## src/rtl/ipi_pkg.sv

```systemverilog
package ipi_pkg;
    localparam int ID_W = 8;
    localparam int FMT_W = 4;

    typedef enum logic [1:0] {
        SH_NONE    = 2'd0,
        SH_SELF    = 2'd1,
        SH_ALL     = 2'd2,
        SH_ALL_BUT = 2'd3
    } shand_e;

    localparam logic [2:0]       DM_LOWEST   = 3'b001;
    localparam logic [FMT_W-1:0] FMT_FLAT    = 4'hF;
    localparam logic [FMT_W-1:0] FMT_CLUSTER = 4'h0;
    localparam logic [ID_W-1:0]  DEST_BCAST  = 8'hFF;
endpackage

```

## src/rtl/ipi_core_match.sv

```systemverilog
module ipi_core_match
    import ipi_pkg::*;
(
    input  logic [ID_W-1:0]  dest,
    input  logic             dest_logical,
    input  shand_e           shorthand,
    input  logic             is_src,
    input  logic [ID_W-1:0]  phys_id,
    input  logic [ID_W-1:0]  log_id,
    input  logic [FMT_W-1:0] fmt,
    output logic             hit
);
    localparam int NIB = ID_W / 2;

    logic addr_hit;

    always_comb begin
        addr_hit = 1'b0;
        if (!dest_logical) begin
            addr_hit = (dest == phys_id) || (dest == DEST_BCAST);
        end else begin
            case (fmt)
                FMT_FLAT:    addr_hit = |(log_id & dest);
                FMT_CLUSTER: addr_hit = (log_id[ID_W-1:NIB] == dest[ID_W-1:NIB]) &&
                                        (|(log_id[NIB-1:0] & dest[NIB-1:0]));
                default:     addr_hit = 1'b0;
            endcase
        end
    end

    always_comb begin
        case (shorthand)
            SH_NONE:    hit = addr_hit;
            SH_SELF:    hit = is_src;
            SH_ALL:     hit = 1'b1;
            SH_ALL_BUT: hit = !is_src;
            default:    hit = 1'b0;
        endcase
    end
endmodule

```

## src/rtl/ipi_rr_pick.sv

```systemverilog
module ipi_rr_pick #(
    parameter int N     = 8,
    parameter int IDX_W = $clog2(N)
) (
    input  logic [N-1:0]     cand,
    input  logic [IDX_W-1:0] ptr,
    output logic [N-1:0]     grant,
    output logic             found,
    output logic [IDX_W-1:0] grant_idx
);
    int c;

    always_comb begin
        grant     = '0;
        found     = 1'b0;
        grant_idx = ptr;
        c         = 0;
        for (int k = 1; k <= N; k++) begin
            c = int'(ptr) + k;
            if (c >= N) c = c - N;
            if (!found && cand[c]) begin
                found     = 1'b1;
                grant[c]  = 1'b1;
                grant_idx = c[IDX_W-1:0];
            end
        end
    end
endmodule

```

## src/rtl/ipi_dest_matcher.sv

```systemverilog
module ipi_dest_matcher
    import ipi_pkg::*;
#(
    parameter int N     = 8,
    parameter int IDX_W = $clog2(N)
) (
    input  logic               clk,
    input  logic               rst_n,
    input  logic               req_valid,
    input  logic [7:0]         dest_byte,
    input  logic               dest_logical,
    input  logic [1:0]         shorthand,
    input  logic [2:0]         deliv_mode,
    input  logic [IDX_W-1:0]   src_idx,
    input  logic [N*8-1:0]     core_phys_id,
    input  logic [N*8-1:0]     core_log_id,
    input  logic [N*4-1:0]     core_fmt,
    input  logic [N-1:0]       core_en,
    output logic               accept_valid,
    output logic [N-1:0]       accept
);
    localparam logic [IDX_W-1:0] PTR_RST = IDX_W'(N - 1);

    typedef struct packed {
        logic             valid;
        logic             lowest;
        logic [N-1:0]     accept;
        logic [IDX_W-1:0] ptr;
    } st_t;

    st_t st_d, st_q;

    logic [N-1:0]     match;
    logic [N-1:0]     rr_grant;
    logic             rr_found;
    logic [IDX_W-1:0] rr_idx;

    for (genvar i = 0; i < N; i++) begin : g_core
        localparam logic [IDX_W-1:0] MY_IDX = IDX_W'(i);
        ipi_core_match u_match (
            .dest         (dest_byte),
            .dest_logical (dest_logical),
            .shorthand    (shand_e'(shorthand)),
            .is_src       (src_idx == MY_IDX),
            .phys_id      (core_phys_id[i*ID_W +: ID_W]),
            .log_id       (core_log_id[i*ID_W +: ID_W]),
            .fmt          (core_fmt[i*FMT_W +: FMT_W]),
            .hit          (match[i])
        );
    end

    ipi_rr_pick #(.N(N), .IDX_W(IDX_W)) u_pick (
        .cand      (match & core_en),
        .ptr       (st_q.ptr),
        .grant     (rr_grant),
        .found     (rr_found),
        .grant_idx (rr_idx)
    );

    always_comb begin
        st_d        = st_q;
        st_d.valid  = req_valid;
        st_d.lowest = req_valid && (deliv_mode == DM_LOWEST);
        st_d.accept = '0;
        if (req_valid) begin
            if (deliv_mode == DM_LOWEST) begin
                st_d.accept = rr_grant;
                if (rr_found) st_d.ptr = rr_idx;
            end else begin
                st_d.accept = match;
            end
        end
    end

    always_ff @(posedge clk) begin
        if (!rst_n) begin
            st_q.valid  <= 1'b0;
            st_q.lowest <= 1'b0;
            st_q.accept <= '0;
            st_q.ptr    <= PTR_RST;
        end else begin
            st_q <= st_d;
        end
    end

    assign accept_valid = st_q.valid;
    assign accept       = st_q.accept;

    // a request always yields a result one cycle later
    a_r7_latency: assert property (@(posedge clk) disable iff (!rst_n)
        req_valid |=> accept_valid);

    // no result without a request
    a_r10_idle_zero: assert property (@(posedge clk) disable iff (!rst_n)
        !accept_valid |-> (accept == '0));

    // lowest priority picks at most one core
    a_r8_onehot: assert property (@(posedge clk) disable iff (!rst_n)
        (accept_valid && st_q.lowest) |-> $onehot0(accept));

    // the chosen core was enabled when the request arrived
    a_r8_enabled_only: assert property (@(posedge clk) disable iff (!rst_n)
        (req_valid && deliv_mode == DM_LOWEST) |=> ((accept & ~$past(core_en)) == '0));

    // an empty pick leaves the rotation pointer where it was
    a_r9_ptr_hold: assert property (@(posedge clk) disable iff (!rst_n)
        (accept_valid && st_q.lowest && accept == '0) |-> $stable(st_q.ptr));

    // all-but-self never selects the sender
    a_r6_allbut_excludes_src: assert property (@(posedge clk) disable iff (!rst_n)
        (req_valid && shorthand == 2'd3) |=> !accept[$past(src_idx)]);
endmodule

```

## config.mk

```make
export PLATFORM = sky130hd
export DESIGN_NAME = ipi_dest_matcher
export DESIGN_NICKNAME = d
export VERILOG_FILES = /design/src/rtl/ipi_pkg.sv /design/src/rtl/ipi_core_match.sv /design/src/rtl/ipi_rr_pick.sv /design/src/rtl/ipi_dest_matcher.sv
export SDC_FILE = /design/constraint.sdc
export NUM_CORES = 1
export LEC_CHECK = 0
export ABC_AREA = 1
export CAP_MARGIN = 30
export CORE_MARGIN = 5
export CORE_UTILIZATION = 40
export CTS_BUF_LIST = sky130_fd_sc_hd__clkbuf_4
export CTS_CLUSTER_SIZE = 20
export DETAILED_ROUTE_END_ITERATION = 16
export GPL_TIMING_DRIVEN = 0
export HOLD_SLACK_MARGIN = 0.12
export PLACE_DENSITY = 0.72
export SLEW_MARGIN = 40
export SYNTH_ARGS = -nofsm -noshare
export SYNTH_HDL_FRONTEND = slang
export SYNTH_HIERARCHICAL = 1
export SYNTH_SLANG_ARGS = --single-unit
```

## constraint.sdc

```tcl
create_clock -name clk -period 3.9 [get_ports clk]
set_input_delay 0.78 -clock clk [delete_from_list [all_inputs] [get_ports clk]]
set_output_delay 0.78 -clock clk [all_outputs]
set_load 0.05 [all_outputs]
```

==> key figures, run 1 <==
Status
  – Status: finished clean

Cells and area
  – # nets final: 1377
  – Layout area overhead: 45.85%
  – Register area: 240.2 um^2
  – Multi-input gate area: 4095 um^2
  – Number of fill cells: 1277
  – Layout cells sized above 1: 0.08885
  – ANT cells: 0

Setup path
  – Crit path DAT: 3.84 ns
  – CP Class: in -> reg
  – Worst r2r dst: st_q[2]$_SDFFE_PN1P_
  – R2r setup slk: 0.68 ns
  – Setup crit start kind: input port
  – Crit end category: register
  – CP Max Fanout: 10
  – FF-to-FF path depth: 18
  – Req. time, crit path: 4.05 ns
  – Reg2reg start: st_q[0]$_SDFFE_PN1P_

Timing
  – Setup TNS: 0 ns
  – Final Skew: 0.001237 ns
  – Slew Limit Fails: 0
  – Final Hold Fails: 0
  – Relative slew slack: 0.5533
  – Worst Max-Slew Pin Slew: 0.6701 ns
  – Fmax: 271.6 MHz
  – Hold WS: 0.6383 ns
  – Period minus WS final: 3.682 ns
  – Final setup viols: 0
  – Period utilization: 0.9441

Clock network
  – Clock slew seen by the registers of the worst setup and hold paths: 0.07 ns
  – Number of CTS-inserted buffers: 3
  – CTS tree: done
  – CTS max path bufs: 2
  – Skew-Pair Late Insertion Delay: 0.27 ns
  – CTS Sinks: 12
  – H-tree levels: 1
  – Root Buffer: clkbuf_4
  – Number of hold buffers added after CTS: 0

Global routing
  – Antenna violations before repair: 0
  – Largest net degree at the start of global routing: 33
  – Total grt overflow: 0
  – Global-route wire length before repair: 28.35 mm
  – Vias in the first global route: 5804
  – Total Routing Usage GR: 0.2382

Drt
  – Post-route ant nets: 0
  – Via count: 6275
  – DRC Markers: 0
  – Initial drt markers: 330
  – WL final: 17.76 mm
  – Detailed-route wire length per cell: 13.72 um
  – 1st-pass router iterations: 5
  – Mean number of vias per cell: 4.846

Logic synthesis
  – Post-Syn Instances: 945
  – Syn avg cell area: 5.142 um^2
  – Synthesis-stage register bit count: 12
  – YS warnings: 6
  – Synth unique cells: 35
  – Post-Syn Area: 4860 um^2
  – Syn nets: 1173
  – Seq/Total Area, Yosys: 0.04943

Worst hold path
  – Hold worst-path end: st_q[0]$_SDFFE_PN1P_
  – Worst hold stages: 2
  – Worst hold path class: reg -> reg
  – Min-delay src: st_q[0]$_SDFFE_PN1P_

Floorplan
  – Die Wd: 120.2 um
  – Die area: 14450 um^2
  – Die Span Y: 120.2 um
  – Initial core utilization: 0.4063
  – Std-Cell Rows: 40
  – # IOs: 197
  – Core Area: 11960 um^2

Power and ir drop
  – P per Cell Area: 151.6 nW/um^2
  – VDD IR max: 0.1326 mV
  – Total Power: 1.075 mW
  – Pleak: 3.536 nW

Placement
  – Port Buffers: 196
  – RePlAce Congestion: 0.9432
  – Post-DP HPWL: 14.55 mm

Run
  – Number of max-cap violations: 0
-- layout by cell type (no fill, tap or decap), types with 2 or more instances in the layout --
cell type,synthesis,routed
nor2_1,159,158
nand3_4,2,2
nand2_1,343,341
clkdlybuf4s50_1,0,187
a21oi_1,17,11
nand2_2,10,11
nor2_4,3,3
nor2_2,9,10
buf_6,3,3
clkbuf_4,0,3
nor3_1,24,23
dfxtp_1,12,12
clkinv_2,1,2
nand3b_1,2,2
buf_4,9,16
o21ai_1,7,5
nand2_4,4,5
a21oi_2,1,7
nand4_1,27,27
xnor2_1,40,40
or2_0,8,8
clkbuf_1,4,4
nand3_2,7,7
ha_1,40,40
o21ai_0,15,14
inv_1,108,108
o21ai_2,0,2
nand3_1,63,63
o21ai_4,1,2
inv_2,11,10
or2_2,8,8
buf_2,1,5
-- worst max-delay path: stages --
cell,delay (ns)
clkdlybuf4s50_1,0.46
ha_1,0.21
nor2_1,0.13
nand2_1,0.06
nor2_1,0.08
nor2_1,0.05
nor2_1,0.17
nor2_1,0.07
a21oi_2,0.21
nand2_1,0.08
inv_1,0.09
nand2_1,0.08
nand3_1,0.11
nand2_1,0.13
nand2_1,0.10
nand2_2,0.10
inv_6,0.12
nor2_4,0.06
buf_6,0.14
nand3_4,0.13
nand3_1,0.11
nand3_1,0.08
o21ai_1,0.09
nand3_1,0.10
nand3_1,0.08
-- sequential cells by signal, indices dropped and copies added, names as in the netlist --
register      flops
accept_valid      1
accept            8
st_q              3
-- where the power goes --
group | switching, mW | internal (mW) | leakage (nW)
combinational | 0.477 | 0.387 | 3.42
clock | 0.0389 | 0.0370 | 0.0154
sequential | 0.00561 | 0.129 | 0.0987
total | 0.521 | 0.554 | 3.54
-- timing repair --
action                                  4_1_cts  5_1_grt
endpoints found under the setup margin       11       11
resized for setup                             6       17
pin swaps                                     0        4
gates cloned                                  0        0
setup buffers                                 0        3
-- worst max-delay path by stage --
stage	from	end	slack (ns)	depth (start not counted)
6_report	core_log_id[61]	st_q[2]$_SDFFE_PN1P_	0.22	25
5_1_grt	core_log_id[45]	accept[1]$_SDFF_PN0_	-0.02	24
4_1_cts	core_log_id[47]	st_q[0]$_SDFFE_PN1P_	0.04	21
3_5_place_dp	dest_byte[7]	st_q[0]$_SDFFE_PN1P_	-0.52	22
3_3_place_gp	dest_byte[7]	st_q[1]$_SDFFE_PN1P_	-1.67	21
2_1_floorplan	dest_byte[7]	st_q[1]$_SDFFE_PN1P_	0.79	20
-- cell type report --
cell class / count / area share
Clock buffer: 3 / 0.003177
Tap cell: 147 / 0.02595
Multi-Input combinational cell: 794 / 0.5778
Clock inverter: 1 / 0.0005296
Inverter: 122 / 0.06602
Buffer: 17 / 0.01712
Sequential cell: 12 / 0.03389
Timing Repair Buffer: 199 / 0.2756
-- cells by family (layout without fill, tap and decap cells) --
kind of cell               count (synthesis)  count (layout)  share of synthesized area
DFF                                       12              12                    0.04943
xor gates and xnor gates                  40              40                    0.07209
and+or+nand+nor                          671             671                     0.6050
buffers and inverters                    139             342                     0.1200
AOI/OAI and AO/OA                         43              43                    0.05046
adders and majority gates                 40              40                     0.1030
-- metal layers --
metal / global-route usage / vias up / routed length, um
met4: 0.04958 / 0 / 321
met1: 0.2937 / 2680 / 7343
li1: - / 3351 / -
met2: 0.4289 / 224 / 8509
met3: 0.04771 / 20 / 1590
met5: 0 / - / 0
-- metrics by stage --
| stage | util | instances | area (um^2) | worst slack (ns) |
|---|---|---|---|---|
| after detailed placement | 0.5823 | 1288 | 6965 | -0.5242 |
| after CTS | 0.5854 | 1292 | 7002 | 0.04318 |
| after floorplan | - | 945 | 4860 | 0.7930 |
| after global routing | 0.5926 | 1295 | 7088 | -0.01721 |
| after global placement | 0.5857 | 1288 | 7005 | -1.671 |
| final | 0.5926 | 1295 | 7088 | 0.2180 |
-- synth_stat cells, drive strengths merged --
cell type / instances / area, um^2
nand2: 357 / 1395
nor2: 171 / 686.9
inv: 120 / 452.9
nand3: 72 / 420.4
ha: 40 / 500.5
xnor2: 40 / 350.3
nand4: 29 / 202.7
nor3: 24 / 120.1
o21ai: 23 / 126.4
a21oi: 18 / 93.84
or2: 16 / 100.1
buf: 13 / 106.3
dfxtp: 12 / 240.2
clkbuf: 4 / 15.01
clkinv: 2 / 8.750
nand3b: 2 / 15.01
o21bai: 1 / 18.77
o22ai: 1 / 6.260
No activity file was read; power rests on OpenSTA's default activity.
==> run 2: changes to the inputs <==
--- a/config.mk
+++ b/config.mk
@@ -7,6 +7,7 @@
 export LEC_CHECK = 0
 export ABC_AREA = 1
 export CAP_MARGIN = 30
+export CORE_ASPECT_RATIO = 1.5
 export CORE_MARGIN = 5
 export CORE_UTILIZATION = 40
 export CTS_BUF_LIST = sky130_fd_sc_hd__clkbuf_4
==> run 2 against run 1 <==
Compared with the run above: global-route usage shrank 0.10 points; count of clock-buffer cells in the layout is the same; maximum frequency grew 1.0%; critical path type unchanged; critical endpoint is now accept[3]$_SDFF_PN0_; largest cell class unchanged.
==> key figures, run 2 (synthesized netlist as in run 1, its figures left out) <==
Status
  – Status: finished clean

Clock network
  – CTS max path bufs: 2
  – CTS tree: done
  – Number of CTS-inserted buffers: 3
  – CTS Sinks: 12
  – H-tree levels: 1
  – Clock slew seen by the registers of the worst setup and hold paths: 0.09 ns
  – Skew-Pair Late Insertion Delay: 0.28 ns
  – Root Buffer: clkbuf_4
  – Number of hold buffers added after CTS: 0

Placement
  – RePlAce Congestion: 0.9334
  – Placed cell area: 6973 um^2
  – Place WS: -0.4170 ns
  – Post-DP HPWL: 15.21 mm
  – Placed Cells: 1294
  – Port Buffers: 196

Setup path
  – Req. time, crit path: 4.08 ns
  – CP Class: in -> reg
  – Crit end category: register
  – Crit path DAT: 3.83 ns
  – Setup crit start kind: input port
  – CP Max Fanout: 8

Drt
  – Via count: 6292
  – 1st-pass router iterations: 4
  – DRC Markers: 0
  – Post-route ant nets: 0
  – WL final: 17.84 mm
  – Detailed-route wire length per cell: 13.71 um
  – Mean number of vias per cell: 4.836
  – Initial drt markers: 218

Cells and area
  – # nets final: 1377
  – Most frequent cells in the layout: nand2_1, clkdlybuf4s50_1, nor2_1
  – Non-filler cells in the finished layout: 1301
  – Max FFs per register: 8
  – Number of fill cells: 1273
  – Most common cell after layout, fill and taps aside: nand2_1
  – Layout cells sized above 1: 0.08798
  – ANT cells: 0
  – Layout area overhead: 45.67%
  – Final Cell Area: 7079 um^2
  – Biggest register: accept

Timing
  – Worst Max-Slew Pin Slew: 0.6696 ns
  – Slew Limit Fails: 0
  – Period utilization: 0.9344
  – Setup TNS: 0 ns
  – Final setup viols: 0
  – Relative slew slack: 0.5536
  – Period minus WS final: 3.644 ns
  – Setup ws final: 0.2557 ns
  – Fmax: 274.4 MHz
  – Final Skew: 0.008179 ns
  – Hold WS: 0.5658 ns
  – Final Hold Fails: 0

Power and ir drop
  – Clock group share of total power: 0.076
  – Internal power: 551.7 uW
  – Switching Fraction: 0.4848
  – VDD IR max: 0.1174 mV
  – Part of the power in registers: 0.125
  – Logic pwr share: 0.798
  – Pleak: 3.539 nW
  – Net Sw Power: 519.2 uW
  – P per Cell Area: 151.3 nW/um^2

Floorplan
  – Die Span Y: 145.0 um
  – Std-Cell Rows: 49
  – Die Wd: 100.0 um
  – Initial core utilization: 0.4065
  – # IOs: 197
  – Core Area: 11960 um^2
  – Die area: 14500 um^2

Global routing
  – Largest net degree at the start of global routing: 33
  – Total grt overflow: 0
  – Antenna violations before repair: 2
  – Global-route wire length before repair: 28.11 mm
  – Vias in the first global route: 5891
  – Total Routing Usage GR: 0.2372

Run
  – Number of max-cap violations: 0

Worst hold path
  – Worst hold path class: reg -> reg
-- run 2: cell types whose count changed in the layout (fill, tap and decap cells not counted), sizes merged --
cell	previous run	this run
buf	24	23
clkbuf	7	8
clkdlybuf4s50	187	186
clkinv	3	2
dlymetal6s2s	0	1
inv	120	121
-- run 2: layer usage --
layer / wire [um] / vias up / track usage
met1: 6463 / 2690 / 0.2432
met5: 25 / - / 0
met4: 663 / 4 / 0.08159
met2: 9495 / 192 / 0.4606
met3: 1190 / 47 / 0.04947
li1: - / 3359 / -
-- run 2: timing repair --
item,4_1_cts,5_1_grt
gates resized for setup,5,15
setup endpoints to repair,6,11
hold endpoints to repair,0,0
pin swaps,0,3
setup buffers,0,3
-- run 2: area by class of cell --
class,count,area (um^2),share of cell area
buffer,17,121.4,0.01714
clock buffer,3,22.52,0.003181
clock inverter,1,3.754,0.0005302
inverter,122,461.7,0.06522
multi-input combinational,794,4080,0.5764
sequential,12,240.2,0.03393
tap,153,191.4,0.02704
timing repair buffer,199,1958,0.2766
-- run 2: critical path, stage by stage --
cell and delay, ns:
clkdlybuf4s50_1 0.48, ha_1 0.22, nor2_1 0.09, nand2_1 0.06
nor2_1 0.08, nor2_1 0.05, nor2_1 0.15, nor2_1 0.08
a21oi_2 0.23, nand2_1 0.07, inv_1 0.09, nand2_1 0.09
nand3_1 0.11, nand2_1 0.10, o21ai_1 0.35, nand4_4 0.19
inv_2 0.18, nand2_1 0.07, nand3_1 0.09, nor2_1 0.05
nor2_1 0.19
-- run 2: final timing paths --
check / start / end / slack [ns] / cells past startpoint
max: core_log_id[22] / accept[3]$_SDFF_PN0_ / 0.26 / 21
min: st_q[0]$_SDFFE_PN1P_ / st_q[0]$_SDFFE_PN1P_ / 0.57 / 2
max reg2reg: st_q[0]$_SDFFE_PN1P_ / accept[3]$_SDFF_PN0_ / 0.68 / 18
min reg2reg: st_q[0]$_SDFFE_PN1P_ / st_q[0]$_SDFFE_PN1P_ / 0.57 / 2
-- run 2: power groups by stage --
stage | logic, mW | clock network (mW) | registers [mW]
after global placement | 0.833 | 0 | 0.137
after CTS | 0.837 | 0.0837 | 0.134
final | 0.855 | 0.0818 | 0.134
after detailed placement | 0.834 | 0 | 0.137
after global routing | 0.940 | 0.0871 | 0.135
after floorplan | 0.474 | 0 | 0.138
-- run 2: per-stage QoR --
stage / power, mW / utilization
6_report: 1.071 / 0.5922
5_1_grt: 1.162 / 0.5922
4_1_cts: 1.055 / 0.5862
3_5_place_dp: 0.9712 / 0.5833
3_3_place_gp: 0.9698 / 0.5866
2_1_floorplan: 0.6119 / -
